## config.mk

```make
export PLATFORM = sky130hd
export DESIGN_NAME = cam_ctrl_slave
export DESIGN_NICKNAME = d
export VERILOG_FILES = /design/src/rtl/ccs_pkg.sv /design/src/rtl/ccs_deglitch.sv /design/src/rtl/ccs_regfile.sv /design/src/rtl/ccs_bus_engine.sv /design/src/rtl/cam_ctrl_slave.sv
export SDC_FILE = /design/constraint.sdc
export NUM_CORES = 2
export LEC_CHECK = 0
export CAP_MARGIN = 20
export CORE_ASPECT_RATIO = 1.2
export CORE_UTILIZATION = 49
export DETAILED_ROUTE_END_ITERATION = 16
export DONT_BUFFER_PORTS = 1
export RECOVER_POWER = 25
export SYNTH_ARGS = -nofsm -noshare
export SYNTH_HDL_FRONTEND = slang
export SYNTH_SLANG_ARGS = --single-unit
```

## constraint.sdc

```tcl
create_clock -name clk -period 4.9 [get_ports clk]
set_clock_uncertainty 0.1 [all_clocks]
set_input_delay 0 -clock clk [delete_from_list [all_inputs] [get_ports clk]]
set_output_delay 0 -clock clk [all_outputs]
set_load 0.1 [all_outputs]
```

## src/rtl/ccs_pkg.sv

```systemverilog
package ccs_pkg;
  localparam int BYTE_W = 8;
  localparam logic [6:0] FIXED_ID = 7'h21;

  typedef enum logic [2:0] {
    ST_IDLE, ST_RXID, ST_RXSUB, ST_RXDAT, ST_ACK, ST_TX, ST_MACK
  } bus_state_e;

  // Seven-bit identifier: fixed, or 0 1 0 s2 s1 s0 1 built from straps.
  function automatic logic [6:0] dev_id(input logic multi, input logic [2:0] strap);
    return multi ? {3'b010, strap, 1'b1} : FIXED_ID;
  endfunction
endpackage

```

## src/rtl/ccs_deglitch.sv

```systemverilog
module ccs_deglitch #(
  parameter int   FILT_LEN = 3,
  parameter logic RST_VAL  = 1'b1
) (
  input  logic clk,
  input  logic rst,
  input  logic din,
  output logic dout
);
  localparam int CW = $clog2(FILT_LEN + 1);

  logic [1:0]    sync_q;
  logic [CW-1:0] run_q;

  // Output follows the synchronised input only after FILT_LEN agreeing cycles.
  always_ff @(posedge clk) begin
    if (rst) begin
      sync_q <= {2{RST_VAL}};
      run_q  <= '0;
      dout   <= RST_VAL;
    end else begin
      sync_q <= {sync_q[0], din};
      if (sync_q[1] == dout) begin
        run_q <= '0;
      end else if (run_q == CW'(FILT_LEN - 1)) begin
        dout  <= sync_q[1];
        run_q <= '0;
      end else begin
        run_q <= run_q + 1'b1;
      end
    end
  end

  assert_filter_rise_R8: assert property (@(posedge clk) disable iff (rst)
    $rose(dout) |-> $past(sync_q[1]))
    else $error("filtered line rose without a high synchronised input");
  assert_filter_fall_R8: assert property (@(posedge clk) disable iff (rst)
    $fell(dout) |-> !$past(sync_q[1]))
    else $error("filtered line fell without a low synchronised input");
endmodule

```

## src/rtl/ccs_regfile.sv

```systemverilog
module ccs_regfile #(
  parameter int REG_COUNT = 256,
  parameter int SRST_ADDR = 8'h12,
  parameter int SRST_BIT  = 7,
  localparam int ADDR_W   = $clog2(REG_COUNT)
) (
  input  logic              clk,
  input  logic              rst,
  input  logic              wr_en,
  input  logic [ADDR_W-1:0] addr,
  input  logic [7:0]        wr_data,
  output logic [7:0]        rd_data,
  output logic              soft_hit
);
  localparam logic [ADDR_W-1:0] SRST_IDX = ADDR_W'(SRST_ADDR);

  logic [7:0] mem [REG_COUNT];

  assign soft_hit = wr_en && (addr == SRST_IDX) && wr_data[SRST_BIT];
  assign rd_data  = mem[addr];

  always_ff @(posedge clk) begin
    if (rst || soft_hit) begin
      for (int i = 0; i < REG_COUNT; i++) mem[i] <= '0;
    end else if (wr_en) begin
      mem[addr] <= wr_data;
    end
  end

  assert_soft_self_clear_R10: assert property (@(posedge clk) disable iff (rst)
    soft_hit |=> (mem[SRST_IDX] == 8'h00))
    else $error("soft reset bit did not clear itself");
  assert_reset_clears_R9: assert property (@(posedge clk)
    $fell(rst) |-> (rd_data == 8'h00))
    else $error("register not cleared by hardware reset");
  assert_hold_without_write_R11: assert property (@(posedge clk) disable iff (rst)
    !wr_en |=> (addr != $past(addr)) || (rd_data == $past(rd_data)))
    else $error("register changed without a write");
endmodule

```

## src/rtl/ccs_bus_engine.sv

```systemverilog
module ccs_bus_engine
  import ccs_pkg::*;
#(
  parameter int ADDR_W = 8
) (
  input  logic              clk,
  input  logic              rst,
  input  logic              scl,
  input  logic              sda,
  input  logic [6:0]        my_id,
  input  logic [7:0]        rd_data,
  output logic [ADDR_W-1:0] reg_addr,
  output logic              wr_en,
  output logic [7:0]        wr_data,
  output logic              sda_oe
);
  bus_state_e        st_q, after_q;
  logic              scl_p, sda_p, nack_q;
  logic [3:0]        bit_cnt;
  logic [BYTE_W-1:0] shreg_q, tx_q;
  logic [ADDR_W-1:0] sub_q;

  // Named bus events, used by the state machine and the assertions.
  logic scl_rise, scl_fall, start_evt, stop_evt, byte_done, id_hit, id_miss;
  assign scl_rise  = scl & ~scl_p;
  assign scl_fall  = ~scl & scl_p;
  assign start_evt = scl & scl_p & sda_p & ~sda;
  assign stop_evt  = scl & scl_p & ~sda_p & sda;
  assign byte_done = scl_fall && (bit_cnt == 4'd8) && !start_evt && !stop_evt;
  assign id_hit    = byte_done && (st_q == ST_RXID) && (shreg_q[7:1] == my_id);
  assign id_miss   = byte_done && (st_q == ST_RXID) && (shreg_q[7:1] != my_id);
  assign wr_en     = byte_done && (st_q == ST_RXDAT);
  assign wr_data   = shreg_q;
  assign reg_addr  = sub_q;

  always_ff @(posedge clk) begin
    if (rst) begin
      st_q    <= ST_IDLE;
      after_q <= ST_IDLE;
      scl_p   <= 1'b1;
      sda_p   <= 1'b1;
      nack_q  <= 1'b1;
      bit_cnt <= '0;
      shreg_q <= '0;
      tx_q    <= '0;
      sub_q   <= '0;
      sda_oe  <= 1'b0;
    end else begin
      scl_p <= scl;
      sda_p <= sda;
      if (start_evt) begin
        st_q    <= ST_RXID;
        bit_cnt <= '0;
        sda_oe  <= 1'b0;
      end else if (stop_evt) begin
        st_q   <= ST_IDLE;
        sda_oe <= 1'b0;
      end else begin
        case (st_q)
          ST_RXID, ST_RXSUB, ST_RXDAT: begin
            if (scl_rise) begin
              shreg_q <= {shreg_q[BYTE_W-2:0], sda};
              bit_cnt <= bit_cnt + 4'd1;
            end else if (byte_done) begin
              bit_cnt <= '0;
              if (id_miss) begin
                st_q <= ST_IDLE;
              end else begin
                st_q   <= ST_ACK;
                sda_oe <= 1'b1;
                if (st_q == ST_RXID) begin
                  after_q <= shreg_q[0] ? ST_TX : ST_RXSUB;
                end else if (st_q == ST_RXSUB) begin
                  sub_q   <= shreg_q[ADDR_W-1:0];
                  after_q <= ST_RXDAT;
                end else begin
                  sub_q   <= sub_q + 1'b1;
                  after_q <= ST_RXDAT;
                end
              end
            end
          end
          ST_ACK: begin
            if (scl_fall) begin
              st_q    <= after_q;
              bit_cnt <= '0;
              if (after_q == ST_TX) begin
                tx_q   <= rd_data;
                sub_q  <= sub_q + 1'b1;
                sda_oe <= ~rd_data[BYTE_W-1];
              end else begin
                sda_oe <= 1'b0;
              end
            end
          end
          ST_TX: begin
            if (scl_fall) begin
              if (bit_cnt == 4'd7) begin
                st_q   <= ST_MACK;
                sda_oe <= 1'b0;
              end else begin
                bit_cnt <= bit_cnt + 4'd1;
                tx_q    <= {tx_q[BYTE_W-2:0], 1'b0};
                sda_oe  <= ~tx_q[BYTE_W-2];
              end
            end
          end
          ST_MACK: begin
            if (scl_rise) begin
              nack_q <= sda;
            end else if (scl_fall) begin
              if (nack_q) begin
                st_q <= ST_IDLE;
              end else begin
                st_q    <= ST_TX;
                bit_cnt <= '0;
                tx_q    <= rd_data;
                sub_q   <= sub_q + 1'b1;
                sda_oe  <= ~rd_data[BYTE_W-1];
              end
            end
          end
          default: ;
        endcase
      end
    end
  end

  assert_id_ack_R2: assert property (@(posedge clk) disable iff (rst)
    id_hit |=> sda_oe)
    else $error("matching identifier not acknowledged");
  assert_id_no_ack_R3: assert property (@(posedge clk) disable iff (rst)
    id_miss |=> !sda_oe)
    else $error("foreign identifier acknowledged");
  assert_write_ack_R4: assert property (@(posedge clk) disable iff (rst)
    wr_en |=> sda_oe)
    else $error("write data byte not acknowledged");
  assert_start_enters_id_R8: assert property (@(posedge clk) disable iff (rst)
    start_evt |=> (st_q == ST_RXID) && !sda_oe)
    else $error("start condition not taken");
  assert_master_nack_R7: assert property (@(posedge clk) disable iff (rst)
    (st_q == ST_MACK) && scl_fall && nack_q && !start_evt && !stop_evt |=> !sda_oe && (st_q == ST_IDLE))
    else $error("read not ended by master not-acknowledge");
  assert_stop_idle_R12: assert property (@(posedge clk) disable iff (rst)
    stop_evt |=> (st_q == ST_IDLE) && !sda_oe)
    else $error("stop condition did not release the bus");
endmodule

```

## src/rtl/cam_ctrl_slave.sv

```systemverilog
module cam_ctrl_slave
  import ccs_pkg::*;
#(
  parameter int REG_COUNT    = 256,
  parameter int FILT_LEN     = 3,
  parameter int RST_HOLD_CYC = 16,
  parameter int SRST_ADDR    = 8'h12,
  parameter int SRST_BIT     = 7
) (
  input  logic       clk,
  input  logic       rst_hw,
  input  logic       pwdn,
  input  logic       multi_id_en,
  input  logic [2:0] strap_id,
  input  logic       scl_i,
  input  logic       sda_i,
  output logic       sda_oe_o,
  output logic       core_rst_o
);
  localparam int ADDR_W = $clog2(REG_COUNT);
  localparam int HW     = $clog2(RST_HOLD_CYC + 1);

  logic              line_rst, soft_hit, wr_en, multi_q;
  logic [2:0]        strap_q;
  logic [6:0]        my_id;
  logic [1:0]        raw_lines, clean_lines;
  logic [ADDR_W-1:0] reg_addr;
  logic [7:0]        wr_data, rd_data;
  logic [HW-1:0]     hold_q;

  // Bus logic is reset by hardware reset and by power-down; registers only by reset.
  assign line_rst  = rst_hw | pwdn;
  assign raw_lines = {sda_i, scl_i};

  for (genvar g = 0; g < 2; g++) begin : g_line
    ccs_deglitch #(.FILT_LEN(FILT_LEN), .RST_VAL(1'b1)) u_dg (
      .clk  (clk),
      .rst  (line_rst),
      .din  (raw_lines[g]),
      .dout (clean_lines[g])
    );
  end

  always_ff @(posedge clk) begin
    if (rst_hw || soft_hit) begin
      strap_q <= strap_id;
      multi_q <= multi_id_en;
    end
  end

  assign my_id = dev_id(multi_q, strap_q);

  ccs_bus_engine #(.ADDR_W(ADDR_W)) u_eng (
    .clk      (clk),
    .rst      (line_rst),
    .scl      (clean_lines[0]),
    .sda      (clean_lines[1]),
    .my_id    (my_id),
    .rd_data  (rd_data),
    .reg_addr (reg_addr),
    .wr_en    (wr_en),
    .wr_data  (wr_data),
    .sda_oe   (sda_oe_o)
  );

  ccs_regfile #(.REG_COUNT(REG_COUNT), .SRST_ADDR(SRST_ADDR), .SRST_BIT(SRST_BIT)) u_regs (
    .clk      (clk),
    .rst      (rst_hw),
    .wr_en    (wr_en),
    .addr     (reg_addr),
    .wr_data  (wr_data),
    .rd_data  (rd_data),
    .soft_hit (soft_hit)
  );

  // Soft reset stretch: exactly RST_HOLD_CYC cycles after the triggering write.
  always_ff @(posedge clk) begin
    if (rst_hw)              hold_q <= '0;
    else if (soft_hit)       hold_q <= HW'(RST_HOLD_CYC);
    else if (hold_q != '0)   hold_q <= hold_q - 1'b1;
  end

  assign core_rst_o = rst_hw | pwdn | (hold_q != '0);

  assert_soft_pulse_R10: assert property (@(posedge clk) disable iff (rst_hw)
    soft_hit |=> core_rst_o)
    else $error("soft reset did not raise core reset");
  assert_pwdn_release_R11: assert property (@(posedge clk) disable iff (rst_hw)
    pwdn |=> !sda_oe_o)
    else $error("data line driven during power-down");
endmodule

```

==> impl_metrics.csv <==
group,metric,value,unit
yosys,synthFlopType,"edfxtp_1",
floorplanning,initial_core_util,49.4,%
route,wire_per_inst,33.2,um
yosys,synth_cells,7101,
yosys,syn-num-nets,7120,
yosys,async_flop_share,0,%
layout,area_growth,9.39,%
yosys,synth_edf_count,2052,
floorplanning,die_w,413,um
route,topRoutingLayerUsed,"met5",
flow_run,drv_cap,3,
yosys,synth_seq_area_share,63.2,%
yosys,synthMuxAreaShare,12.9,%
yosys,yosys_register_bits,2112,
floorplanning,core_area,201000,um2
outcome,status,"complete, but fails checks",
power_and_ir_drop,max-vdd-ir-drop,0.000424,V
yosys,synth_warnings,0,
clocking,clkSinkCount,2112,
yosys,synthAdderAreaFrac,0.126,%
floorplanning,chipHeight,495,um
route,met1_length,124,mm
clocking,cts-root-buf,"clkbuf_16",
route,dr.pass1.iters,6,
grt,grt_pass1_wl,454,mm
grt,grtUsageTotal,31.0,%
layout,seq_area,62900,um2
clocking,clkLatencyLatePin,0.88,ns
sta,setup_tns,0,ns
yosys,yosys.area_share.simple,17.0,%
sta,slew_headroom,-74.1,%
sta,fmaxAchievable,0.217,GHz
floorplanning,rows,180,
floorplanning,io_pins,11,
grt,grt_pass1_vias,61200,
sta,setup_slack,0.286,ns
yosys,synth_compound_area_share,2.51,%
grt,grt_max_degree,194,
yosys,synth-xor-area-share,0.0528,%
floorplanning,die-area,205000,um2
place,port_buffers,0,
layout,fillCellCount,16200,
route,wl,319,mm
layout,finalCoreUtilization,54.1,%
layout,drive_gt1_share,16.5,%
clocking,clk_path_buf_depth,3,
route,vias,63500,
setup_path,path_class,"in2reg",
place,pre_cts_ws,0.740,ns
setup_path,endpoint_kind,"flip-flop",
worst_hold_path,min_path_type,"in2reg",
clocking,cts_tree,"yes",
sta,setup-violations-final,0,
route,drt_iter0_drc,9279,
sta,tightestPinTransition,2.61,ns
setup_path,critPathLaunchType,"input port",
grt,antenna_found_initial,14,
route,postRouteAntennaNets,0,
layout,nets,6810,
sta,hold_viol,0,
power_and_ir_drop,power.leakage,41.8,nW
yosys,synth_cell_types,86,
sta,fin_crit,4.61,ns
place,hpwl,198,mm
route,wl_met2,149,mm
outcome,violations,"capacitance limit, slew limit",
yosys,yosysTopAreaCell,"edfxtp_1",
place,gp_congestion,0.967,
sta,rsz0062_at_grt,"no",
yosys,yosysMostFrequentCell,"edfxtp_1",
sta,final_max_slew_viol_count,56,
yosys,syn_area,99400,um2
clocking,post_cts_buffers,0,
layout,multi_input_area,32600,um2
yosys,syn_avg_cell_area,14.0,um2
setup_path,worstPathArrival,5.30,ns
yosys,synth_commonest_cells,"2052 x edfxtp_1, 1736 x and3_1, 615 x clkbuf_1, 591 x nand2_1, 481 x mux4_2",
yosys,synth_area_leaders,"edfxtp_1 62%, and3_1 11%, mux4_2 11%, clkbuf_1 2.3%, nand2_1 2.2%",
power_and_ir_drop,power_density,349,nW/um2
route,wl_met3,30.8,mm
route,via_per_inst,6.60,
yosys,netlist.area_leader.share,62.0,%
sta,period_share,94.2,%
yosys,synth_top_family_by_area,"simple AND/OR/NAND/NOR gates",
route,drt_drc_violations_left,0,
setup_path,path_max_fanout,12,
grt,overflow,0,
clocking,cts_max_level,4,
clocking,numCtsBuffers,209,
clocking,cts.clk_slew.worst_paths,0.06,ns
setup_path,crit_required,5.59,ns
-- where the power goes --
group          switching [mW]  total [mW]  internal, mW  leakage, nW
combinational           0.809        1.25         0.441         18.6
sequential              0.294        20.9          20.6         20.0
clock                    7.14        15.8          8.68         3.19
-- flip-flops by register name (all words and copies together) (netlist names), 4 cells and up, named ones only --
register	flops
u_eng.bit_cnt	4
g_line.u_dg.run_q	4
hold_q	5
u_eng.reg_addr	8
u_eng.wr_data	8
g_line.u_dg.sync_q	4
u_eng.tx_q	7
u_regs.mem	2048
-- through the flow --
stage	std cells	cell area [um2]	hold slack [ns]	power (mW)
6_report	9618	109000	0.162	38.0
5_1_grt	9610	109000	0.184	38.8
4_1_cts	9607	109000	0.0613	38.1
3_5_place_dp	9200	102000	-0.000621	22.5
3_3_place_gp	9193	102000	-0.000592	22.5
2_1_floorplan	7101	99400	-0.00116	21.9
-- cells by family (layout without fill, tap and decap cells) --
| logic type | count (synthesis) | in the layout |
|---|---|---|
| fa+ha+maj | 10 | 10 |
| mux | 647 | 647 |
| xor+xnor | 6 | 6 |
| compound gates | 378 | 378 |
| simple gates | 3032 | 3032 |
| buf+inv | 915 | 784 |
| other cells | 1 | 10 |
| flops | 2112 | 2112 |
-- cell type report --
| class | instances | area share (%) |
|---|---|---|
| Antenna cell | 9 | 0.0207 |
| Clock buffer | 271 | 5.12 |
| Clock inverter | 119 | 0.904 |
| Inverter | 18 | 0.0690 |
| Multi-Input combinational cell | 4074 | 29.9 |
| Sequential cell | 2112 | 57.8 |
| Tap cell | 2639 | 3.04 |
| Timing Repair Buffer | 376 | 3.13 |
-- worst paths after layout --
path,startpoint,to,slack (ns),depth (start not counted)
max,pwdn,u_eng.sda_oe,0.29,10
min,rst_hw,u_regs.mem[177][0],0.16,4
max reg2reg,u_eng.reg_addr[7],u_regs.mem[200][1],0.34,8
min reg2reg,g_line[1].u_dg.run_q[0],g_line[1].u_dg.run_q[0],0.31,1
-- worst max-delay path, cell delays in order --
cell	delay [ns]
dlygate4sd3_1	0.59
dlygate4sd3_1	0.76
nor2_1	1.11
o21ai_0	0.77
a2111oi_0	0.71
buf_4	0.20
o21ai_1	0.06
nor3_1	0.57
o311ai_1	0.23
o32ai_1	0.30
-- placed cells by master (no fill, tap or decap), drive strengths merged, types with 10 or more instances in the layout --
cell / n
clkbuf: 320
and3: 1736
or3: 15
nor2b: 30
nand2b: 23
nand3: 59
edfxtp: 2052
mux2: 18
ha: 10
a22oi: 21
buf: 310
nor2: 217
and2: 255
nor4: 10
nor3: 50
clkinv: 96
dfxtp: 60
a31oi: 18
mux2i: 129
mux4: 500
o22ai: 31
o221ai: 21
a2111oi: 13
nand2: 591
inv: 23
o21ai: 115
nand4: 15
a211oi: 20
a21oi: 55
dlygate4sd3: 17
bufinv: 13
-- routing by layer --
layer	GRT usage, %	vias to the layer above
li1	-	26500
met1	43.1	32700
met2	48.1	3656
met3	5.24	661
met4	13.8	4
met5	0	-
-- repair_timing --
item                      in CTS  in global routing
hold endpoints to repair    1374                  0
resized for setup              0                  0
hold buffers                  17                  0
Note: power is estimated with default switching activity, not from simulation.
